`config.mk`:
```
export PLATFORM = sky130hd
export DESIGN_NAME = rdstage_top
export DESIGN_NICKNAME = d
export VERILOG_FILES = /design/src/rtl/rdstage_pkg.sv /design/src/rtl/rdstage_ptr_sync.sv /design/src/rtl/rdstage_ptr_ctrl.sv /design/src/rtl/rdstage_out_stage.sv /design/src/rtl/rdstage_top.sv
export SDC_FILE = /design/constraint.sdc
export NUM_CORES = 1
export LEC_CHECK = 0
export ABC_AREA = 0
export BUFFER_PORTS_ARGS = -buffer_cell sky130_fd_sc_hd__buf_2
export CORE_MARGIN = 1.5
export CORE_UTILIZATION = 35
export DETAILED_ROUTE_END_ITERATION = 7
export GPL_TIMING_DRIVEN = 0
export PLACE_DENSITY_LB_ADDON = 0.08
export RECOVER_POWER = 100
export REMOVE_ABC_BUFFERS = 1
export SLEW_MARGIN = 20
export SYNTH_ARGS = -nofsm -noshare
export SYNTH_HDL_FRONTEND = slang
export SYNTH_SLANG_ARGS = --single-unit
```
`constraint.sdc`:
```
create_clock -name rd_clk -period 2.75 [get_ports rd_clk]
set_input_delay 0.1375 -clock rd_clk [delete_from_list [all_inputs] [get_ports rd_clk]]
set_output_delay 0.1375 -clock rd_clk [all_outputs]
set_load 0.005 [all_outputs]
```
`src/rtl/rdstage_pkg.sv`:
```
// Shared types for the FIFO read output stage.
package rdstage_pkg;
    typedef enum logic {
        MODE_STD  = 1'b0,
        MODE_FWFT = 1'b1
    } rd_mode_e;
endpackage

```
`src/rtl/rdstage_ptr_sync.sv`:
```
// Carries a Gray-coded pointer into the local clock domain through a
// chain of STAGES flops and converts the result to binary.
// Assumes the source changes by at most one Gray step per source clock.
module rdstage_ptr_sync #(
    parameter int W      = 5,
    parameter int STAGES = 2
) (
    input  logic         clk,
    input  logic         rst_n,
    input  logic [W-1:0] gray_in,
    output logic [W-1:0] bin_out
);
    logic [W-1:0] stg [STAGES];

    genvar s;
    generate
        for (s = 0; s < STAGES; s++) begin : g_stage
            // Purpose: one synchronizer flop per stage.
            always_ff @(posedge clk) begin
                if (!rst_n) stg[s] <= '0;
                else if (s == 0) stg[s] <= gray_in;
                else stg[s] <= stg[(s == 0) ? 0 : s-1];
            end
        end
    endgenerate

    // Purpose: Gray to binary decode of the last stage.
    always_comb begin
        for (int i = 0; i < W; i++) begin
            bin_out[i] = ^(stg[STAGES-1] >> i);
        end
    end
endmodule

```
`src/rtl/rdstage_ptr_ctrl.sv`:
```
// Read pointer and registered "words available" bit.
// Assumes advance is only raised while words_q is high.
module rdstage_ptr_ctrl #(
    parameter int AW = 4
) (
    input  logic        clk,
    input  logic        rst_n,
    input  logic        advance,
    input  logic [AW:0] wr_bin,
    output logic [AW:0] rptr,
    output logic        words_q
);
    logic [AW:0] rptr_nxt;

    // Purpose: next read pointer value.
    always_comb rptr_nxt = rptr + {{AW{1'b0}}, advance};

    // Purpose: pointer update and status register compared after the move.
    always_ff @(posedge clk) begin
        if (!rst_n) begin
            rptr    <= '0;
            words_q <= 1'b0;
        end else begin
            rptr    <= rptr_nxt;
            words_q <= (wr_bin != rptr_nxt);
        end
    end

    // the pointer never steps while no word is known to be stored
    a_r5_no_step_when_empty: assert property (@(posedge clk) disable iff (!rst_n)
        advance |-> words_q);
endmodule

```
`src/rtl/rdstage_out_stage.sv`:
```
// Output data register and pin selection for both modes.
// Standard: loads on a request while words are available.
// Fall-through: loads whenever the register is free or being consumed.
module rdstage_out_stage #(
    parameter int DW = 36
) (
    input  logic                   clk,
    input  logic                   rst_n,
    input  rdstage_pkg::rd_mode_e  mode,
    input  logic                   words_q,
    input  logic                   rd_en,
    input  logic [DW-1:0]          mem_rdata,
    output logic                   advance,
    output logic [DW-1:0]          dout,
    output logic                   flag_n
);
    import rdstage_pkg::*;

    logic out_valid;

    // Purpose: decide whether a stored word moves into the output register.
    always_comb begin
        if (mode == MODE_FWFT) advance = words_q && (!out_valid || rd_en);
        else                   advance = words_q && rd_en;
    end

    // Purpose: output register and its valid bit.
    always_ff @(posedge clk) begin
        if (!rst_n) begin
            dout      <= '0;
            out_valid <= 1'b0;
        end else begin
            if (advance) dout <= mem_rdata;
            if (mode == MODE_FWFT) begin
                if (advance)    out_valid <= 1'b1;
                else if (rd_en) out_valid <= 1'b0;
            end else begin
                out_valid <= 1'b0;
            end
        end
    end

    // Purpose: pin meaning follows the mode.
    always_comb flag_n = (mode == MODE_FWFT) ? ~out_valid : words_q;

    // reset clears the output register
    a_r1_reset_dout: assert property (@(posedge clk)
        !rst_n |=> (dout == '0));

    // held word stays on display without a request
    a_r7_fwft_hold: assert property (@(posedge clk) disable iff (!rst_n)
        (mode == MODE_FWFT && !flag_n && !rd_en) |=> (!flag_n && $stable(dout)));

    // the last consumed word remains when the pin rises
    a_r8_fwft_keep_last: assert property (@(posedge clk) disable iff (!rst_n)
        (mode == MODE_FWFT && $rose(flag_n)) |-> $stable(dout));

    // empty reads in standard mode leave the data alone
    a_r5_std_dout_hold: assert property (@(posedge clk) disable iff (!rst_n)
        (mode == MODE_STD && !flag_n) |=> $stable(dout));
endmodule

```
`src/rtl/rdstage_top.sv`:
```
// Read side of a dual-clock FIFO: synchronizes the write pointer,
// tracks the read pointer and drives the data register and the
// mode-dependent active-low pin. Storage is external with async read.
module rdstage_top #(
    parameter int DW = 36,
    parameter int AW = 4,
    parameter int SYNC_STAGES = 2
) (
    input  logic          rd_clk,
    input  logic          rd_rst_n,
    input  logic          fwft_sel,
    input  logic          rd_en,
    input  logic [AW:0]   wr_ptr_gray,
    output logic [AW-1:0] rd_addr,
    input  logic [DW-1:0] mem_rdata,
    output logic [DW-1:0] dout,
    output logic          flag_n
);
    import rdstage_pkg::*;

    localparam int PW = AW + 1;

    rd_mode_e      mode_q;
    logic [PW-1:0] wr_bin;
    logic [PW-1:0] rptr;
    logic          words_q;
    logic          advance;

    // Purpose: mode capture during reset only.
    always_ff @(posedge rd_clk) begin
        if (!rd_rst_n) mode_q <= fwft_sel ? MODE_FWFT : MODE_STD;
    end

    rdstage_ptr_sync #(.W(PW), .STAGES(SYNC_STAGES)) u_sync (
        .clk     (rd_clk),
        .rst_n   (rd_rst_n),
        .gray_in (wr_ptr_gray),
        .bin_out (wr_bin)
    );

    rdstage_ptr_ctrl #(.AW(AW)) u_ptr (
        .clk     (rd_clk),
        .rst_n   (rd_rst_n),
        .advance (advance),
        .wr_bin  (wr_bin),
        .rptr    (rptr),
        .words_q (words_q)
    );

    rdstage_out_stage #(.DW(DW)) u_out (
        .clk       (rd_clk),
        .rst_n     (rd_rst_n),
        .mode      (mode_q),
        .words_q   (words_q),
        .rd_en     (rd_en),
        .mem_rdata (mem_rdata),
        .advance   (advance),
        .dout      (dout),
        .flag_n    (flag_n)
    );

    assign rd_addr = rptr[AW-1:0];

    // pin state after a reset edge depends on the captured mode
    a_r1_reset_flag: assert property (@(posedge rd_clk)
        !rd_rst_n |=> (flag_n == $past(fwft_sel)));

    // mode holds outside reset
    a_r2_mode_latched: assert property (@(posedge rd_clk) disable iff (!rd_rst_n)
        $past(rd_rst_n) |-> $stable(mode_q));

    // standard empty reads keep the pointer
    a_r5_std_ptr_hold: assert property (@(posedge rd_clk) disable iff (!rd_rst_n)
        (mode_q == MODE_STD && !flag_n) |=> $stable(rptr));

    // in fall-through the pointer moves only with a load that readies the pin
    a_r9_fwft_idle: assert property (@(posedge rd_clk) disable iff (!rd_rst_n)
        (mode_q == MODE_FWFT && flag_n) |=> ($stable(rptr) || !flag_n));
endmodule

```
==> metrics.yaml, run 1 <==
routing:
  drt-pass1-iter-count: 4
  ant_nets: 0
  viasPerCell: 4.40
  highest_layer: "met4"
  post_drt_wl_per_cell_um: 11.3
  met3WireLength_um: 364
  wl_met1_mm: 2.12
  met2_length_mm: 1.85
  drt_iter0_markers: 64
  routed_wl_mm: 4.39
  drc: 0
  vias: 1707
run_status:
  status: "finished clean"
finish:
  fin_util_pct: 46.9
  drive_gt1_share_pct: 26.3
  final_cell_area_um2: 2580
  nFillCells: 577
  diodes: 0
  syn_to_final_growth_pct: 29.1
  final_cell_mix: "nand2_1, buf_2, dfxtp_1"
  final_common_cell: "nand2_1"
  nets: 362
sta:
  fmax_mhz: 386
  maxSlewViolCount: 0
  setup_ws_ns: 0.160
  final_hold_viol_count: 0
  min_period_ns: 2.59
  setup_viol: 0
  max-slew-margin-rel_pct: 47.2
  tightest_slew_ns: 0.792
  setup_tns_ns: 0
  rsz0062_at_grt: "false"
  final.period_utilization_pct: 94.2
  skew_ns: 0.00964
clock_network:
  cts-htree-levels: 2
  clock_latency_ns: 0.31
  numCtsBuffers: 5
  clock_path_buffers: 2
  cts_hold_buf: 0
  clockRootBuffer: "clkbuf_8"
  cts.sinks: 54
  clk_pin_slew_worst_paths_ns: 0.09
  cts_tree: "built"
pwr:
  powerDensity_nw_per_um2: 648
  power_leakage_nw: 1.10
  finalPower_w: 0.00167
  peakVddDrop_mv: 0.318
place:
  gp_congestion: 0.708
  io_buffers: 85
  dpl_cell_area_um2: 2470
  post-place-ws_ns: -0.487
  dp_hpwl_mm: 2.95
global_route:
  grt_overflow: 0
  grt_pass1_wl_mm: 7.16
  grt_max_degree: 41
  grt_pass1_vias: 1591
  grt_use_total_pct: 14.7
  grt_antenna_before_repair: 0
worst_setup_path:
  r2r_start: "mode_q"
  cp.arrival_ns: 2.79
  crit_chain: "nor2b_2 > o21ai_4 > clkbuf_16 > inv_8 > ha_1 > ha_1 > or3_1 > a21oi_2 > a311oi_1 > a22o_1"
  r2r_setup_slack_ns: 0.16
  r2r-end: "u_ptr.words_q"
  critPathMaxFanout: 37
  cp-end-kind: "register"
  start_kind: "register"
  cp_slowest_cell: "edfxtp_1"
  slowest_delay_ns: 0.42
  critical_path_required_ns: 2.95
  reg2regPathDepth: 10
  path_class: "reg -> reg"
  crit_path_frequent_cell: "ha_1"
yosys:
  yosysUniqueCellTypes: 34
  synth_fa_ha_area_share_pct: 1.25
  ys_warn_count: 0
  synth_cells: 232
  synth_top_family_by_area: "simple AND/OR/NAND/NOR gates"
  synth.avg_cell_area_um2: 8.61
  ys_ff_latch: 54
  synth-simple-area-share_pct: 23.9
  muxShareOfSynthArea_pct: 1.00
  synthXorXnorAreaFrac_pct: 2.13
  syn_area_um2: 2000
  synth_compound_area_share_pct: 12.6
  yosysSeqAreaShare_pct: 54.6
worst_hold_path:
  hp-start: "fwft_sel"
  holdPathStages: 1
  hold_end: "mode_q"
  hp-class: "in -> reg"
floorplanning:
  rows: 27
  die_w_um: 78.6
  core_um2: 5510
  dieArea_um2: 6170
  initial_core_util_pct: 36.3
  die_h_um: 78.6
  ioPinCount: 86
flow_run:
  cap_violations: 0
==> Yosys cell counts (all sizes together) <==
master	count	area [µm²]
nand2	77	289
dfxtp	53	1060
a21oi	39	199
and2	14	90.1
buf	10	60.1
clkbuf	5	18.8
inv	3	11.3
nand2b	3	18.8
xor2	3	26.3
ha	2	25.0
mux2i	2	20.0
nand3	2	10.0
nor2	2	7.51
o21ai	2	13.8
a21o	1	7.51
a22o	1	8.76
a311oi	1	8.76
a31oi	1	6.26
and3	1	11.3
and3b	1	8.76
edfxtp	1	30.0
nand3b	1	7.51
nor2b	1	6.26
nor3b	1	7.51
o21bai	1	7.51
or2	1	6.26
or3	1	6.26
or3b	1	8.76
xnor2	1	16.3
==> layer usage <==
| layer | global-route usage, % | up-vias |
|---|---|---|
| li1 | - | 908 |
| met1 | 19.1 | 738 |
| met2 | 22.9 | 56 |
| met3 | 4.77 | 5 |
| met4 | 4.82 | 0 |
| met5 | 0 | - |
==> sequential cells by signal, indices dropped and copies added (netlist names) <==
name / count
u_out.out_valid: 1
u_ptr.words_q: 1
u_sync.stg: 10
u_ptr.rptr: 5
mode_q: 1
u_out.dout: 36
==> critical path: cells and delay by family (launching register included) <==
family	cells	cell delay, ns
simple gates	2	0.56
fa+ha+maj	2	0.54
buf+inv	2	0.28
flops	1	0.42
compound gates	4	0.71
==> cell families after synthesis <==
family                   Yosys count
AO/OA/AOI/OAI                     46
AND/OR/NAND/NOR                  106
XOR/XNOR                           4
flip-flops                        54
buffers and inverters             18
multiplexers                       2
adder cells (fa/ha/maj)            2
==> cell type report <==
class / instances / area (µm²) / share of cell area, %
sequential: 54 / 1090 / 42.3
multi-input combinational: 160 / 838 / 32.5
timing repair buffer: 91 / 448 / 17.4
tap: 72 / 90.1 / 3.49
clock buffer: 6 / 82.6 / 3.20
inverter: 3 / 18.8 / 0.727
clock inverter: 2 / 11.3 / 0.436
==> report_power, final <==
group	internal (W)	leakage, nW	switching (W)
Sequential	0.000854	0.444	0.0000345
Combinational	0.000145	0.607	0.000178
Clock	0.000204	0.0515	0.000255
Total	0.00120	1.10	0.000468
==> per-stage QoR <==
stage	std cells	hold WS, ns
after global placement	374	0.327
after floorplan	217	0.236
after detailed placement	375	0.326
after CTS	384	0.00722
final	388	0.0171
after global routing	388	0.00300
==> worst max-delay path by stage <==
stage | start | end | slack (ns) | cells after the start
floorplan | mode_q | u_ptr.words_q | -0.54 | 9
global placement | mode_q | u_ptr.words_q | -1.49 | 9
detailed placement | mode_q | u_ptr.words_q | -0.49 | 11
CTS | mode_q | u_ptr.words_q | 0.02 | 11
global route | mode_q | u_ptr.words_q | 0.008 | 11
finish | mode_q | u_ptr.words_q | 0.16 | 10
==> repair_timing <==
action | 4_1_cts | 5_1_grt
cloned | 0 | 0
endpoints found under the setup margin | 1 | 1
gates resized for setup | 2 | 4
pin swaps | 1 | 1
buffers inserted | 1 | 4
No activity file was read; power rests on OpenSTA's default activity.
==> run 2, diff against run 1 <==
ABC_AREA = unset   (was 0)
CORE_MARGIN = 4   (was 1.5)
PLACE_DENSITY_LB_ADDON = 0.1   (was 0.08)
==> run 2 against run 1 <==
Net effect: combinational power up 2%; first-iteration DRC count increased by 39%; maximum frequency up 1.5%; register-to-register slack improved by 0.04 ns; via count rose by 2.1%; wire length rose by 11%; critical endpoint unchanged; setup slack better by 0.038 ns; utilization is 0.34 points higher; sequential share of layout area fell by 0.31 points; final cell count grew 0.26%; die area grew 13%; sequential cell count stayed put.
==> metrics.yaml, run 2 (synthesized netlist as in run 1, its figures left out) <==
finish:
  syn_to_final_growth_pct: 30.1
  final_cell_mix: "nand2_1, buf_2, dfxtp_1"
  final_cell_area_um2: 2600
  regMostFlops: "u_out.dout"
  drive_gt1_share_pct: 25.9
  diodes: 0
  largest_register_ffs: 36
  final_common_cell: "nand2_1"
  fin_util_pct: 47.2
  nFillCells: 572
  nets: 363
  top_regs: "u_out.dout x36, u_sync.stg x10, u_ptr.rptr x5"
clock_network:
  clock_latency_ns: 0.31
  cts_tree: "built"
  clock_path_buffers: 2
  cts-htree-levels: 2
  cts.sinks: 54
  clk_pin_slew_worst_paths_ns: 0.09
  clockRootBuffer: "clkbuf_8"
  numCtsBuffers: 5
sta:
  tightest_slew_ns: 0.725
  setup_viol: 0
  final.period_utilization_pct: 92.8
  final_hold_viol_count: 0
  setup_tns_ns: 0
  maxSlewViolCount: 0
  skew_ns: 0.00272
  max-slew-margin-rel_pct: 51.6
  rsz0062_at_grt: "false"
  fmax_mhz: 392
  setup_ws_ns: 0.198
  min_period_ns: 2.55
routing:
  drt-pass1-iter-count: 5
  vias: 1742
  ant_nets: 0
  post_drt_wl_per_cell_um: 12.6
  viasPerCell: 4.48
  routed_wl_mm: 4.89
  drc: 0
  drt_iter0_markers: 89
worst_setup_path:
  critPathMaxFanout: 37
  cp.arrival_ns: 2.76
  r2r_setup_slack_ns: 0.20
  path_class: "reg -> reg"
  critical_path_required_ns: 2.96
  cp-end-kind: "register"
  start_kind: "register"
floorplanning:
  die_h_um: 83.6
  initial_core_util_pct: 36.3
  dieArea_um2: 6980
  die_w_um: 83.6
  rows: 27
  ioPinCount: 86
  core_um2: 5510
flow_run:
  cap_violations: 0
global_route:
  grt_use_total_pct: 14.1
  grt_overflow: 0
  grt_pass1_vias: 1600
  grt_antenna_before_repair: 0
  grt_max_degree: 41
  grt_pass1_wl_mm: 7.90
pwr:
  power_leakage_nw: 1.10
  peakVddDrop_mv: 0.313
  powerDensity_nw_per_um2: 657
  finalPower_w: 0.00171
place:
  post-place-ws_ns: -0.475
  dp_hpwl_mm: 3.20
  gp_congestion: 0.722
  io_buffers: 85
  dpl_cell_area_um2: 2470
run_status:
  status: "finished clean"
worst_hold_path:
  hp-class: "in -> reg"
run 2: cell type report:
| class | count | area, µm² | area share, % |
|---|---|---|---|
| sequential | 54 | 1090 | 42.0 |
| multi-input combinational | 160 | 842 | 32.4 |
| timing repair buffer | 92 | 453 | 17.4 |
| clock buffer | 6 | 93.8 | 3.61 |
| tap | 72 | 90.1 | 3.47 |
| inverter | 3 | 18.8 | 0.722 |
| clock inverter | 2 | 10.0 | 0.385 |
run 2: worst max-delay path, cell delays in order (launching register included):
cell	delay, ns
edfxtp_1	0.39
nor2b_2	0.19
o21ai_4	0.16
clkbuf_16	0.17
inv_8	0.08
ha_1	0.21
ha_1	0.21
and3_4	0.21
xnor2_4	0.15
mux2i_2	0.28
a311oi_1	0.12
a22o_1	0.26
run 2: path summary, 6_finish.rpt:
path	start	cells after the start	end
worst min-delay path	wr_ptr_gray[4]	2	u_sync.stg[0][4]
worst max-delay path	mode_q	11	u_ptr.words_q
worst min register to register	u_sync.stg[0][3]	1	u_sync.stg[1][3]
worst max register to register	mode_q	11	u_ptr.words_q
run 2: layer usage:
| layer | GRT usage (%) | part of all wire (%) |
|---|---|---|
| met2 | 22.5 | 47 |
| met4 | 4.82 | 1.5 |
| met5 | 0 | 0 |
| met1 | 17.2 | 43 |
| met3 | 5.73 | 9.1 |
run 2: power breakdown:
part / total, W / switching, W / internal, W
combinational: 0.000328 / 0.000185 / 0.000144
sequential: 0.000888 / 0.0000340 / 0.000854
clock: 0.000492 / 0.000260 / 0.000232
total: 0.00171 / 0.000479 / 0.00123
run 2: through the flow:
step | hold WS (ns) | instances
floorplan | 0.236 | 217
global placement | 0.331 | 374
detailed placement | 0.317 | 375
CTS | 0.0192 | 387
global route | 0.0160 | 389
finish | 0.0261 | 389
run 2: timing repair:
| item | CTS | global route |
|---|---|---|
| setup buffers | 2 | 2 |
| gates cloned | 1 | 0 |
| endpoints found under the hold margin | 1 | 0 |
| setup endpoints to repair | 1 | 1 |
| pin swaps | 1 | 1 |
| gates resized for setup | 3 | 4 |
| hold buffers | 1 | 0 |
==> run 3, diff against run 2 <==
clock period = 2.1 ns   (was 2.75 ns; I/O delays follow)
==> run 3 against run 2 <==
Net effect: the flow now finishes with violations (negative setup slack); setup slack worse by 0.43 ns; wire length rose by 4.5%; sequential cell count is the same; hold slack lost 0.0080 ns; sequential share of layout area fell by 3.0 points; register-to-register slack worse by 0.43 ns; via count rose by 4.4%.
==> metrics.yaml, run 3 (synthesized netlist as in run 1, its figures left out) <==
sta:
  rsz0062_at_grt: "true"
  skew_ns: 0.00677
  final_hold_viol_count: 0
  maxSlewViolCount: 0
  tightest_slew_ns: 0.733
  final.period_utilization_pct: 111
  setup_tns_ns: -0.233
  setup_viol: 1
  min_period_ns: 2.33
  max-slew-margin-rel_pct: 51.1
  setup_ws_ns: -0.233
  fmax_mhz: 429
worst_setup_path:
  crit_path_frequent_cell: "ha_4"
  cp-end-kind: "register"
  start_kind: "register"
  slowest_delay_ns: 0.40
  critPathMaxFanout: 2
  crit_family: "compound AO/OA/AOI/OAI gates"
  cp_slowest_cell: "edfxtp_1"
  path_class: "reg -> reg"
  cp_num_buf_inv: 2
  r2r_setup_slack_ns: -0.23
  critical_path_required_ns: 2.30
  cp.arrival_ns: 2.54
  crit_chain: "nor2b_4 > o21ai_4 > clkbuf_16 > inv_16 > ha_4 > ha_4 > and3_4 > xnor2_4 > mux2i_2 > a311oi_1 > a22o_1"
finish:
  diodes: 0
  register_area_um2: 1090
  multiInputGateArea_um2: 872
  regMostFlops: "u_out.dout"
  final_cell_area_um2: 2800
  syn_to_final_growth_pct: 40.0
  top_regs: "u_out.dout x36, u_sync.stg x10, u_ptr.rptr x5"
  drive_gt1_share_pct: 29.4
  largest_register_ffs: 36
  nets: 376
  nFillCells: 551
  final_cell_mix: "nand2_1, buf_2, dfxtp_1"
  final_common_cell: "nand2_1"
place:
  dpl_cell_area_um2: 2470
  gp_congestion: 0.722
  dp_hpwl_mm: 3.20
  io_buffers: 85
routing:
  routed_wl_mm: 5.11
  vias: 1819
  ant_nets: 0
  drt_iter0_markers: 65
  post_drt_wl_per_cell_um: 12.7
  drc: 0
  viasPerCell: 4.52
  drt-pass1-iter-count: 4
clock_network:
  clockRootBuffer: "clkbuf_8"
  cts-htree-levels: 2
  clock_path_buffers: 2
  cts.sinks: 54
  clk_pin_slew_worst_paths_ns: 0.10
  numCtsBuffers: 5
  clock_latency_ns: 0.31
  cts_tree: "built"
global_route:
  grt_pass1_wl_mm: 8.38
  grt_pass1_vias: 1678
  grt_max_degree: 41
  grt_antenna_before_repair: 0
  grt_use_total_pct: 15.0
  grt_overflow: 0
floorplanning:
  ioPinCount: 86
  dieArea_um2: 6980
  die_w_um: 83.6
  rows: 27
  initial_core_util_pct: 36.3
  core_um2: 5510
  die_h_um: 83.6
flow_run:
  cap_violations: 0
pwr:
  powerDensity_nw_per_um2: 833
  power_leakage_nw: 1.21
  peakVddDrop_mv: 0.415
worst_hold_path:
  hp-class: "in -> reg"
run_status:
  status: "finished, violations left"
  violations: "negative setup slack"
## run 3: cell types whose count changed in the layout (fill, tap and decap cells not counted), sizes merged
cell / change
buf: +12
clkbuf: -8
dlygate4sd3: +7
bufbuf: +1
inv: +1
## run 3: final timing paths
kind / depth (start not counted) / to / from
worst max-delay path: 11 / u_ptr.words_q / mode_q
worst max register to register: 11 / u_ptr.words_q / mode_q
worst min register to register: 1 / u_sync.stg[1][3] / u_sync.stg[0][3]
worst min-delay path: 3 / u_out.dout[19] / mem_rdata[19]
## run 3: power by group
| group | total [W] | internal, W | switching (W) |
|---|---|---|---|
| Combinational | 0.000521 | 0.000257 | 0.000264 |
| Sequential | 0.00117 | 0.00112 | 0.0000475 |
| Clock | 0.000644 | 0.000304 | 0.000340 |
| Total | 0.00233 | 0.00168 | 0.000652 |
## run 3: routing by layer
metal	track usage (%)	wire length [µm]	vias up
met5	0	0	-
met4	4.82	72	0
met3	5.53	376	7
met2	24.4	2450	53
met1	18.5	2210	819
li1	-	-	940
## run 3: layout make-up
| cell class | count | area share [%] |
|---|---|---|
| Sequential cell | 54 | 39.0 |
| Multi-Input combinational cell | 160 | 31.2 |
| Timing Repair Buffer | 104 | 21.6 |
| Clock buffer | 6 | 3.35 |
| Tap cell | 72 | 3.22 |
| Inverter | 3 | 0.984 |
| Clock inverter | 2 | 0.358 |
| Timing Repair inverter | 1 | 0.313 |
## run 3: what timing repair did
action                                  4_1_cts  5_1_grt
gates cloned                                  2        0
endpoints found under the hold margin         6        2
hold buffers                                  6        2
endpoints found under the setup margin        6        1
setup buffers                                 9        0
pin swaps                                     5        1
gates resized for setup                      11        3
## run 3: worst reg2reg max path, cell delays in order, from the launching register on
cell       delay, ns
edfxtp_1        0.40
nor2b_4         0.15
o21ai_4         0.16
clkbuf_16       0.18
inv_16          0.03
ha_4            0.15
ha_4            0.15
and3_4          0.20
xnor2_4         0.18
mux2i_2         0.28
a311oi_1        0.12
a22o_1          0.24
## run 3: stage by stage
stage	utilization, %	hold WS (ns)	setup WS (ns)	total power [W]	std cells
2_1_floorplan	-	0.204	-1.19	0.00141	217
5_1_grt	50.8	0.00476	-0.335	0.00249	402
3_5_place_dp	44.9	0.284	-1.12	0.00162	375
6_report	50.8	0.0181	-0.233	0.00233	402
4_1_cts	50.7	0.00627	-0.295	0.00238	400
3_3_place_gp	44.2	0.298	-2.18	0.00158	374
